===== config.mk =====
export PLATFORM = sky130hd
export DESIGN_NAME = food_manager
export DESIGN_NICKNAME = d
export VERILOG_FILES = /design/src/rtl/food_pkg.sv /design/src/rtl/food_lfsr.sv /design/src/rtl/food_slots.sv /design/src/rtl/food_ctrl.sv /design/src/rtl/food_manager.sv
export SDC_FILE = /design/constraint.sdc
export NUM_CORES = 1
export LEC_CHECK = 0
export BUFFER_PORTS_ARGS = -buffer_cell sky130_fd_sc_hd__buf_4
export CORE_MARGIN = 3
export CORE_UTILIZATION = 45
export CTS_BUF_LIST = sky130_fd_sc_hd__clkbuf_16
export DETAILED_ROUTE_END_ITERATION = 7
export GPL_TIMING_DRIVEN = 1
export PLACE_DENSITY = 0.61
export RECOVER_POWER = 100
export SLEW_MARGIN = 10
export SYNTH_ARGS = -nofsm -noshare
export SYNTH_HDL_FRONTEND = slang
export SYNTH_SLANG_ARGS = --single-unit

===== constraint.sdc =====
create_clock -name clk -period 8.2 [get_ports clk]
set_clock_uncertainty 0.2 [all_clocks]
set_input_delay 2.46 -clock clk [delete_from_list [all_inputs] [get_ports clk]]
set_output_delay 2.46 -clock clk [all_outputs]
set_load 0.05 [all_outputs]

===== src/rtl/food_pkg.sv =====
package food_pkg;

    typedef enum logic [1:0] {
        ST_IDLE,
        ST_DRAW,
        ST_VERIFY,
        ST_SCAN
    } fm_state_t;

    // Galois form of a maximal-length 16-bit shift register
    function automatic logic [15:0] lfsr_step(input logic [15:0] s);
        return {1'b0, s[15:1]} ^ (s[0] ? 16'hB400 : 16'h0000);
    endfunction

endpackage


===== src/rtl/food_lfsr.sv =====
module food_lfsr #(
    parameter logic [15:0] SEED = 16'hACE1
) (
    input  logic        clk,
    input  logic        rst_n,
    output logic [15:0] state_o
);
    import food_pkg::*;

    // a zero seed would lock the register; substitute a fixed value
    localparam logic [15:0] SAFE_SEED = (SEED == 16'h0000) ? 16'h0001 : SEED;

    logic [15:0] state_q;

    always_ff @(posedge clk) begin
        if (!rst_n) state_q <= SAFE_SEED;
        else        state_q <= lfsr_step(state_q);
    end

    assign state_o = state_q;

endmodule


===== src/rtl/food_slots.sv =====
module food_slots #(
    parameter int N_ITEMS = 5,
    parameter int XW      = 6,
    parameter int YW      = 5,
    parameter int IW      = 3
) (
    input  logic          clk,
    input  logic          rst_n,
    input  logic          clr_all,
    input  logic          wr_en,
    input  logic [IW-1:0] wr_idx,
    input  logic [XW-1:0] wr_x,
    input  logic [YW-1:0] wr_y,
    input  logic          kill_en,
    input  logic [IW-1:0] kill_idx,
    input  logic [IW-1:0] rd_idx,
    output logic [XW-1:0] rd_x,
    output logic [YW-1:0] rd_y,
    output logic          rd_v,
    input  logic [XW-1:0] qry_x,
    input  logic [YW-1:0] qry_y,
    output logic          qry_hit
);

    logic [XW-1:0]      sx [N_ITEMS];
    logic [YW-1:0]      sy [N_ITEMS];
    logic [N_ITEMS-1:0] sv;
    logic [N_ITEMS-1:0] hit_vec;

    for (genvar g = 0; g < N_ITEMS; g++) begin : g_slot
        logic          v_q;
        logic [XW-1:0] x_q;
        logic [YW-1:0] y_q;

        always_ff @(posedge clk) begin
            if (!rst_n) begin
                v_q <= 1'b0;
                x_q <= '0;
                y_q <= '0;
            end else if (clr_all) begin
                v_q <= 1'b0;
            end else if (wr_en && (wr_idx == IW'(g))) begin
                v_q <= 1'b1;
                x_q <= wr_x;
                y_q <= wr_y;
            end else if (kill_en && (kill_idx == IW'(g))) begin
                v_q <= 1'b0;
            end
        end

        assign sv[g]      = v_q;
        assign sx[g]      = x_q;
        assign sy[g]      = y_q;
        // display-side lookup only; the head search uses the single read port
        assign hit_vec[g] = v_q && (x_q == qry_x) && (y_q == qry_y);
    end

    // single read port: the only path into the head/candidate comparator
    always_comb begin
        rd_x = '0;
        rd_y = '0;
        rd_v = 1'b0;
        for (int i = 0; i < N_ITEMS; i++) begin
            if (rd_idx == IW'(i)) begin
                rd_x = sx[i];
                rd_y = sy[i];
                rd_v = sv[i];
            end
        end
    end

    assign qry_hit = |hit_vec;

endmodule


===== src/rtl/food_ctrl.sv =====
module food_ctrl #(
    parameter int N_ITEMS = 5,
    parameter int GRID_W  = 40,
    parameter int GRID_H  = 30,
    parameter int XW      = 6,
    parameter int YW      = 5,
    parameter int IW      = 3,
    parameter int CW      = 3
) (
    input  logic          clk,
    input  logic          rst_n,
    input  logic          init_req,
    input  logic          check_start,
    input  logic [XW-1:0] head_x,
    input  logic [YW-1:0] head_y,
    input  logic [15:0]   rnd,
    input  logic [XW-1:0] rd_x,
    input  logic [YW-1:0] rd_y,
    input  logic          rd_v,
    output logic          clr_all,
    output logic          wr_en,
    output logic [IW-1:0] wr_idx,
    output logic [XW-1:0] wr_x,
    output logic [YW-1:0] wr_y,
    output logic          kill_en,
    output logic [IW-1:0] kill_idx,
    output logic [IW-1:0] rd_idx,
    output logic          init_done,
    output logic          check_done,
    output logic          eaten,
    output logic [CW-1:0] items_left,
    output logic          fsm_idle
);
    import food_pkg::*;

    localparam logic [CW-1:0] LAST = CW'(N_ITEMS - 1);
    localparam logic [CW-1:0] FULL = CW'(N_ITEMS);

    fm_state_t     st, st_n;
    logic [CW-1:0] slot_k, cmp_j, scan_i, left_q;
    logic [XW-1:0] cand_x, hx;
    logic [YW-1:0] cand_y, hy;
    logic          hit;
    logic          cand_eq, head_eq;
    logic [XW-1:0] draw_x;
    logic [YW-1:0] draw_y;

    // candidate cell: two views of the random word reduced into the grid
    assign draw_x = XW'(32'(rnd) % 32'(GRID_W));
    assign draw_y = YW'(32'({rnd[7:0], rnd[15:8]}) % 32'(GRID_H));

    assign cand_eq = rd_v && (rd_x == cand_x) && (rd_y == cand_y);
    assign head_eq = rd_v && (rd_x == hx) && (rd_y == hy);

    // next state and slot strobes
    always_comb begin
        st_n    = st;
        clr_all = 1'b0;
        wr_en   = 1'b0;
        kill_en = 1'b0;
        rd_idx  = '0;
        if (init_req) begin
            clr_all = 1'b1;
            st_n    = ST_DRAW;
        end else begin
            unique case (st)
                ST_IDLE: begin
                    if (check_start) st_n = ST_SCAN;
                end
                ST_DRAW: begin
                    st_n = ST_VERIFY;
                end
                ST_VERIFY: begin
                    rd_idx = IW'(cmp_j);
                    if (cmp_j == slot_k) begin
                        wr_en = 1'b1;
                        st_n  = (slot_k == LAST) ? ST_IDLE : ST_DRAW;
                    end else if (cand_eq) begin
                        st_n = ST_DRAW;
                    end
                end
                ST_SCAN: begin
                    rd_idx = IW'(scan_i);
                    if (head_eq && !hit) kill_en = 1'b1;
                    if (scan_i == LAST) st_n = ST_IDLE;
                end
                default: st_n = ST_IDLE;
            endcase
        end
    end

    // state register
    always_ff @(posedge clk) begin
        if (!rst_n) st <= ST_IDLE;
        else        st <= st_n;
    end

    // counters, latched operands and status outputs
    always_ff @(posedge clk) begin
        if (!rst_n) begin
            slot_k     <= '0;
            cmp_j      <= '0;
            scan_i     <= '0;
            left_q     <= '0;
            cand_x     <= '0;
            cand_y     <= '0;
            hx         <= '0;
            hy         <= '0;
            hit        <= 1'b0;
            init_done  <= 1'b0;
            check_done <= 1'b0;
            eaten      <= 1'b0;
        end else begin
            init_done  <= 1'b0;
            check_done <= 1'b0;
            eaten      <= 1'b0;
            if (init_req) begin
                slot_k <= '0;
                left_q <= '0;
                hit    <= 1'b0;
            end else begin
                unique case (st)
                    ST_IDLE: begin
                        if (check_start) begin
                            hx     <= head_x;
                            hy     <= head_y;
                            scan_i <= '0;
                            hit    <= 1'b0;
                        end
                    end
                    ST_DRAW: begin
                        cand_x <= draw_x;
                        cand_y <= draw_y;
                        cmp_j  <= '0;
                    end
                    ST_VERIFY: begin
                        if (cmp_j == slot_k) begin
                            if (slot_k == LAST) begin
                                init_done <= 1'b1;
                                left_q    <= FULL;
                            end else begin
                                slot_k <= slot_k + 1'b1;
                            end
                        end else if (!cand_eq) begin
                            cmp_j <= cmp_j + 1'b1;
                        end
                    end
                    ST_SCAN: begin
                        if (kill_en) hit <= 1'b1;
                        if (scan_i == LAST) begin
                            check_done <= 1'b1;
                            eaten      <= hit | kill_en;
                            if (hit | kill_en) left_q <= left_q - 1'b1;
                        end else begin
                            scan_i <= scan_i + 1'b1;
                        end
                    end
                    default: ;
                endcase
            end
        end
    end

    assign wr_idx     = IW'(slot_k);
    assign wr_x       = cand_x;
    assign wr_y       = cand_y;
    assign kill_idx   = rd_idx;
    assign items_left = left_q;
    assign fsm_idle   = (st == ST_IDLE);

endmodule


===== src/rtl/food_manager.sv =====
module food_manager #(
    parameter int          N_ITEMS = 5,
    parameter int          GRID_W  = 40,
    parameter int          GRID_H  = 30,
    parameter logic [15:0] SEED    = 16'hACE1
) (
    input  logic                         clk,
    input  logic                         rst_n,
    input  logic                         init_req,
    output logic                         init_done,
    input  logic                         check_start,
    input  logic [$clog2(GRID_W)-1:0]    head_x,
    input  logic [$clog2(GRID_H)-1:0]    head_y,
    output logic                         check_done,
    output logic                         eaten,
    output logic [$clog2(N_ITEMS+1)-1:0] items_left,
    input  logic [$clog2(GRID_W)-1:0]    qry_x,
    input  logic [$clog2(GRID_H)-1:0]    qry_y,
    output logic                         qry_food
);

    localparam int XW = $clog2(GRID_W);
    localparam int YW = $clog2(GRID_H);
    localparam int IW = (N_ITEMS > 1) ? $clog2(N_ITEMS) : 1;
    localparam int CW = $clog2(N_ITEMS + 1);

    logic [15:0]   rnd;
    logic          clr_all, wr_en, kill_en, rd_v, fsm_idle;
    logic [IW-1:0] wr_idx, kill_idx, rd_idx;
    logic [XW-1:0] wr_x, rd_x;
    logic [YW-1:0] wr_y, rd_y;

    food_lfsr #(.SEED(SEED)) u_rng (
        .clk     (clk),
        .rst_n   (rst_n),
        .state_o (rnd)
    );

    food_slots #(.N_ITEMS(N_ITEMS), .XW(XW), .YW(YW), .IW(IW)) u_slots (
        .clk      (clk),
        .rst_n    (rst_n),
        .clr_all  (clr_all),
        .wr_en    (wr_en),
        .wr_idx   (wr_idx),
        .wr_x     (wr_x),
        .wr_y     (wr_y),
        .kill_en  (kill_en),
        .kill_idx (kill_idx),
        .rd_idx   (rd_idx),
        .rd_x     (rd_x),
        .rd_y     (rd_y),
        .rd_v     (rd_v),
        .qry_x    (qry_x),
        .qry_y    (qry_y),
        .qry_hit  (qry_food)
    );

    food_ctrl #(
        .N_ITEMS(N_ITEMS), .GRID_W(GRID_W), .GRID_H(GRID_H),
        .XW(XW), .YW(YW), .IW(IW), .CW(CW)
    ) u_ctrl (
        .clk         (clk),
        .rst_n       (rst_n),
        .init_req    (init_req),
        .check_start (check_start),
        .head_x      (head_x),
        .head_y      (head_y),
        .rnd         (rnd),
        .rd_x        (rd_x),
        .rd_y        (rd_y),
        .rd_v        (rd_v),
        .clr_all     (clr_all),
        .wr_en       (wr_en),
        .wr_idx      (wr_idx),
        .wr_x        (wr_x),
        .wr_y        (wr_y),
        .kill_en     (kill_en),
        .kill_idx    (kill_idx),
        .rd_idx      (rd_idx),
        .init_done   (init_done),
        .check_done  (check_done),
        .eaten       (eaten),
        .items_left  (items_left),
        .fsm_idle    (fsm_idle)
    );

endmodule


After elaboration in Yosys (flattened, before gate mapping)
Index checks and enable logic that the tools add are counted.
Word-level totals
  bits in registers: 116
  input bits: 26
  output and inout bits: 7
Operators by class
  add/subtract/negate cells: 4
  divide/modulo/power cells: 2
  eq/ne operators: 40
  multiplexer cells: 58
  bitwise operators: 10
  reduce and logical (&&, ||, !) cells: 57
Operator list (number)
  $eq 6x6->1: 7
  $eq 5x5->1: 7
  $mod 16x5->32 const B: 1
  $mod 16x6->32 const B: 1
  $mux 6: 5
  $mux 1: 28
  $mux 3: 9
  $logic_and 1x1->1: 25
  $mux 5: 5
  $pmux 3 s2: 4
  $mux 16: 1
  $reduce_bool 2->1: 8
  $xor 15x16->16: 1
  $reduce_and 3->1: 5
  $eq 3x2->1 const B: 4
  $reduce_and 2->1: 6
  $ne 2x1->1 const B: 5
  $add 3x1->3 const B: 3
  $eq 3x3->1 const B: 3
  $mux 2: 4
  $ne 2x2->1 const B: 4
  $not 1->1: 8
  $pmux 2 s4: 1
  $reduce_and 4->1: 2
  19 further kinds: 24

Depth between registers and ports, before layout
  depth after elaboration: 20
  gate-level depth with buffers: 31
  gate-level depth less buffers: 26

Hierarchy
A second synthesis with hierarchy kept.
Second synthesis, totals
  cells, all modules: 1338
  area total of the unflattened synthesis: 10476.3 µm²
By module, submodules not included
  food_ctrl: times used 1, cells each 937, area an instance 6540.0 µm²
  food_slots: times used 1, cells each 365, area an instance 3483.3 µm²
  food_lfsr: times used 1, cells each 36, area an instance 452.9 µm²

Worst setup path after synthesis
No wires, ideal clock.
  path type: flip-flop to flip-flop
  start: register u_rng.state_q[14], in the netlist u_rng.state_o[14]
  end: register u_ctrl.cand_x[4], in the netlist u_ctrl.wr_x[4]
  setup time: 86 ps
  data arrival time: 6578 ps
  path slack: 1336 ps
  stages on the path, launching flop included: 29
  path buffers: 2
  period minus slack after synthesis: 6864 ps
  cells stage by stage: dfxtp_1 nor2_1 inv_1 ha_1 nand2b_1 o21ba_2 o41a_1 o21a_2 or3b_4 o31ai_4 nand4_4 a221oi_4 o31a_1 buf_4 nor3_2 o32a_4 o21a_4 a211oi_4 and2b_1 or2_2 buf_2 and4_1 o2111ai_2 nor4_2 o31a_1 o2111a_1 a31oi_1 xnor2_1 a211oi_1
Between the ends
  cells in the longest elaborated chain, start to end: 1
Ends and longest elaborated chain
  from (decl): RTL line food_lfsr.sv:13  | logic [15:0] state_q;
  from (signal assigned): RTL line food_lfsr.sv:17  | else state_q <= lfsr_step(state_q);
  $mod 16x6->32: RTL line food_ctrl.sv:49  | assign draw_x = XW'(32'(rnd) % 32'(GRID_W));
  to (signal assigned): RTL line food_ctrl.sv:132  | cand_x <= draw_x;
  to (decl): RTL line food_ctrl.sv:41  | logic [XW-1:0] cand_x, hx;
Every way passes these cells.
A chain may end at the register's enable or synchronous reset.

Worst setup path after layout
Ends and elaborated chain as after synthesis.

==> flow_metrics.tcl <==
set metrics [dict create \
    ctsHoldBuffers 0 \
    worstPathArrival_ps 7840 \
    synth_edf_count 0 \
    htree_num_levels 4 \
    chipHeight_um 155 \
    crit_slowest_cell "or4b_1" \
    place_hpwl_mm 21.6 \
    worstSetupEndpointType "register" \
    cts_buffers 17 \
    cts-root-buf "clkbuf_16" \
    grt_usage_pct 24.6 \
    tightest_slew_ps 1370 \
    portBuffers 32 \
    peakVddDrop_mv 0.154 \
    crit_top_cell "o31ai_4" \
    synthArstFlopShare_pct 0 \
    worst-path-buf-inv 3 \
    grt_overflow 0 \
    die_x_um 155 \
    syn_nets 1464 \
    drt-total-wl_mm 30.2 \
    final_cell_mix "nand2_1 (275), a21oi_1 (150), dfxtp_1 (116)" \
    finalSetupViolCount 0 \
    path_class "reg -> reg" \
    syn_to_final_growth_pct 9.48 \
    status "completed" \
    slew_headroom_pct 8.52 \
    worstSkewPairLatency_ps 420 \
    avgSynthCellArea_sq_um 7.04 \
    finalSetupTns_ps 0 \
    ys_warn_count 0 \
    startpoint "u_rng.state_o[14]$_SDFF_PN0_" \
    ant_nets 0 \
    grt_pass1_wl_mm 49.2 \
    synth.largest_area_cell "dfxtp_1" \
    via_per_inst 6.09 \
    hold_violations 0 \
    p_leak_nw 3.60 \
    final-max-slew-violation-count 0 \
    grt_max_degree 88 \
    rsz0062_at_grt "false" \
    min-delay-start "u_ctrl.hx[0]$_SDFFE_PN0P_" \
    die_area_sq_um 24100 \
    slowest_delay_ps 530 \
    antenna_found_initial 0 \
    drcViolationCount 0 \
    max_freq_mhz 130 \
    fin_hold_ws_ps 277 \
    layout_commonest_cell "nand2_1" \
    drv_cap 0 \
    tritoncts "done" \
    r2r-start "u_rng.state_o[14]$_SDFF_PN0_" \
    rows 53 \
    power_density_nw_per_um2 250 \
    vias 10200 \
    ios 33 \
    ys.flop_type "dfxtp_1" \
    ys_ff_latch 116 \
    cts_buffer_depth 2 \
    netlist_area_sq_um 10000 \
    path_max_fanout 12 \
    synth_area_leaders "dfxtp_1 (23%), nand2_1 (10%), xnor2_1 (8.5%)" \
    synth_top_area_share_pct 23.2 \
    critPathRequiredTime_ps 8320 \
    finalCriticalPeriod_ps 7710 \
    detail_route.wl_per_cell_um 18.0 \
    crit_path_start_kind "register" \
    core_sq_um 21400 \
    p_total_w 0.00274 \
    hold_path.class "reg -> reg" \
    grt_pass1_vias 9642 \
    final_layout_size_suffix_gt1_share_pct 9.69 \
    first_pass_iters 7 \
    synthCells 1422 \
    ys_seq_area_share_pct 23.2 \
    n_antenna_cell 0 \
    cp_top_family "compound AO/OA/AOI/OAI gates" \
    drt_iter0_markers 775 \
    clkTransAtPathRegs_ps 60 \
    final_util_pct 51.2 \
    place_congestion 0.929 \
    clock-sinks 116 \
    yosysUniqueCellTypes 98 \
    nets 1433 \
    post-route-period-util_pct 94.1 \
    start_util_pct 46.8 \
]
cells in the mapped netlist (17+ instances only):
cell type and n:
nor2_1 92, xnor2_1 97, nand2_1 275, a211oi_1 17, nand3_1 32, inv_1 23
nor3_1 35, xor2_1 18, nand4_1 32, a21oi_1 150, o21ai_0 71, clkbuf_1 85
dfxtp_1 116, a22oi_1 24
state kept, by name, summed over array words and instances, names as in the netlist, 5 cells and up:
signal,count
u_ctrl.hx,6
u_ctrl.hy,5
u_ctrl.wr_x,6
u_ctrl.wr_y,5
u_rng.state_o,16
u_slots.g_slot.v_q,5
u_slots.g_slot.x_q,30
u_slots.g_slot.y_q,25
path summary, 6_finish.rpt:
check                           slack (ps)  cells after the start                     endpoint
worst max register to register         490                     28  u_ctrl.wr_x[4]$_SDFFE_PN0P_
worst min register to register         280                      2    u_ctrl.hx[0]$_SDFFE_PN0P_
worst min-delay path                   280                      2    u_ctrl.hx[0]$_SDFFE_PN0P_
worst max-delay path                   490                     28  u_ctrl.wr_x[4]$_SDFFE_PN0P_
timing repair:
item	4_1_cts	5_1_grt
setup buffers	0	3
resized for setup	0	7
hold endpoints to repair	0	0
setup endpoints to repair	0	6
layer usage:
layer,share of wire [%],global-route usage [%]
met2,48,42.8
met1,44,31.4
met3,5.4,3.76
met4,2.2,7.21
met5,0,0
final cells by class:
class | count | area, sq um
clock buffers | 17 | 425
clock inverters | 15 | 189
fillers | 2144 | 10500
inverters | 29 | 109
multi-input cells | 1168 | 7160
flip-flops and latches | 116 | 2320
well taps | 275 | 344
repair buffers | 59 | 418
report_power, final:
| part | switching (W) | internal [W] | leakage (nW) |
|---|---|---|---|
| combinational | 0.000828 | 0.000524 | 2.37 |
| clock | 0.000274 | 0.000504 | 0.287 |
| sequential | 0.0000332 | 0.000580 | 0.941 |
kinds of logic (layout without fill, tap and decap cells):
group,Yosys count,count (layout),share of synthesized area (%)
AND/OR/NAND/NOR,574,574,26.9
AO/OA/AOI/OAI,437,437,29.3
buffers and inverters,138,120,5.73
XOR/XNOR,116,116,10.2
flip-flops,116,116,23.2
adder cells (fa/ha/maj),25,25,2.90
multiplexers,16,16,1.67
per-stage QoR:
stage                     instances  setup WS, ps  area (sq um)
after floorplan                1422          1340         10000
after global placement         1644           496         10300
after detailed placement       1644           320         10300
after CTS                      1676           272         10900
after global routing           1679          6.88         11000
final                          1679           485         11000
worst register-to-register path: cells and delay by family, from the launching register on:
kind                     cells  cell delay, ps
flip-flops                   1             310
buffers and inverters        3             430
AND/OR/NAND/NOR              6            2040
adder cells (fa/ha/maj)      2             730
AO/OA/AOI/OAI               16            3730
XOR/XNOR                     1             150
Note: power is estimated with default switching activity, not from simulation.
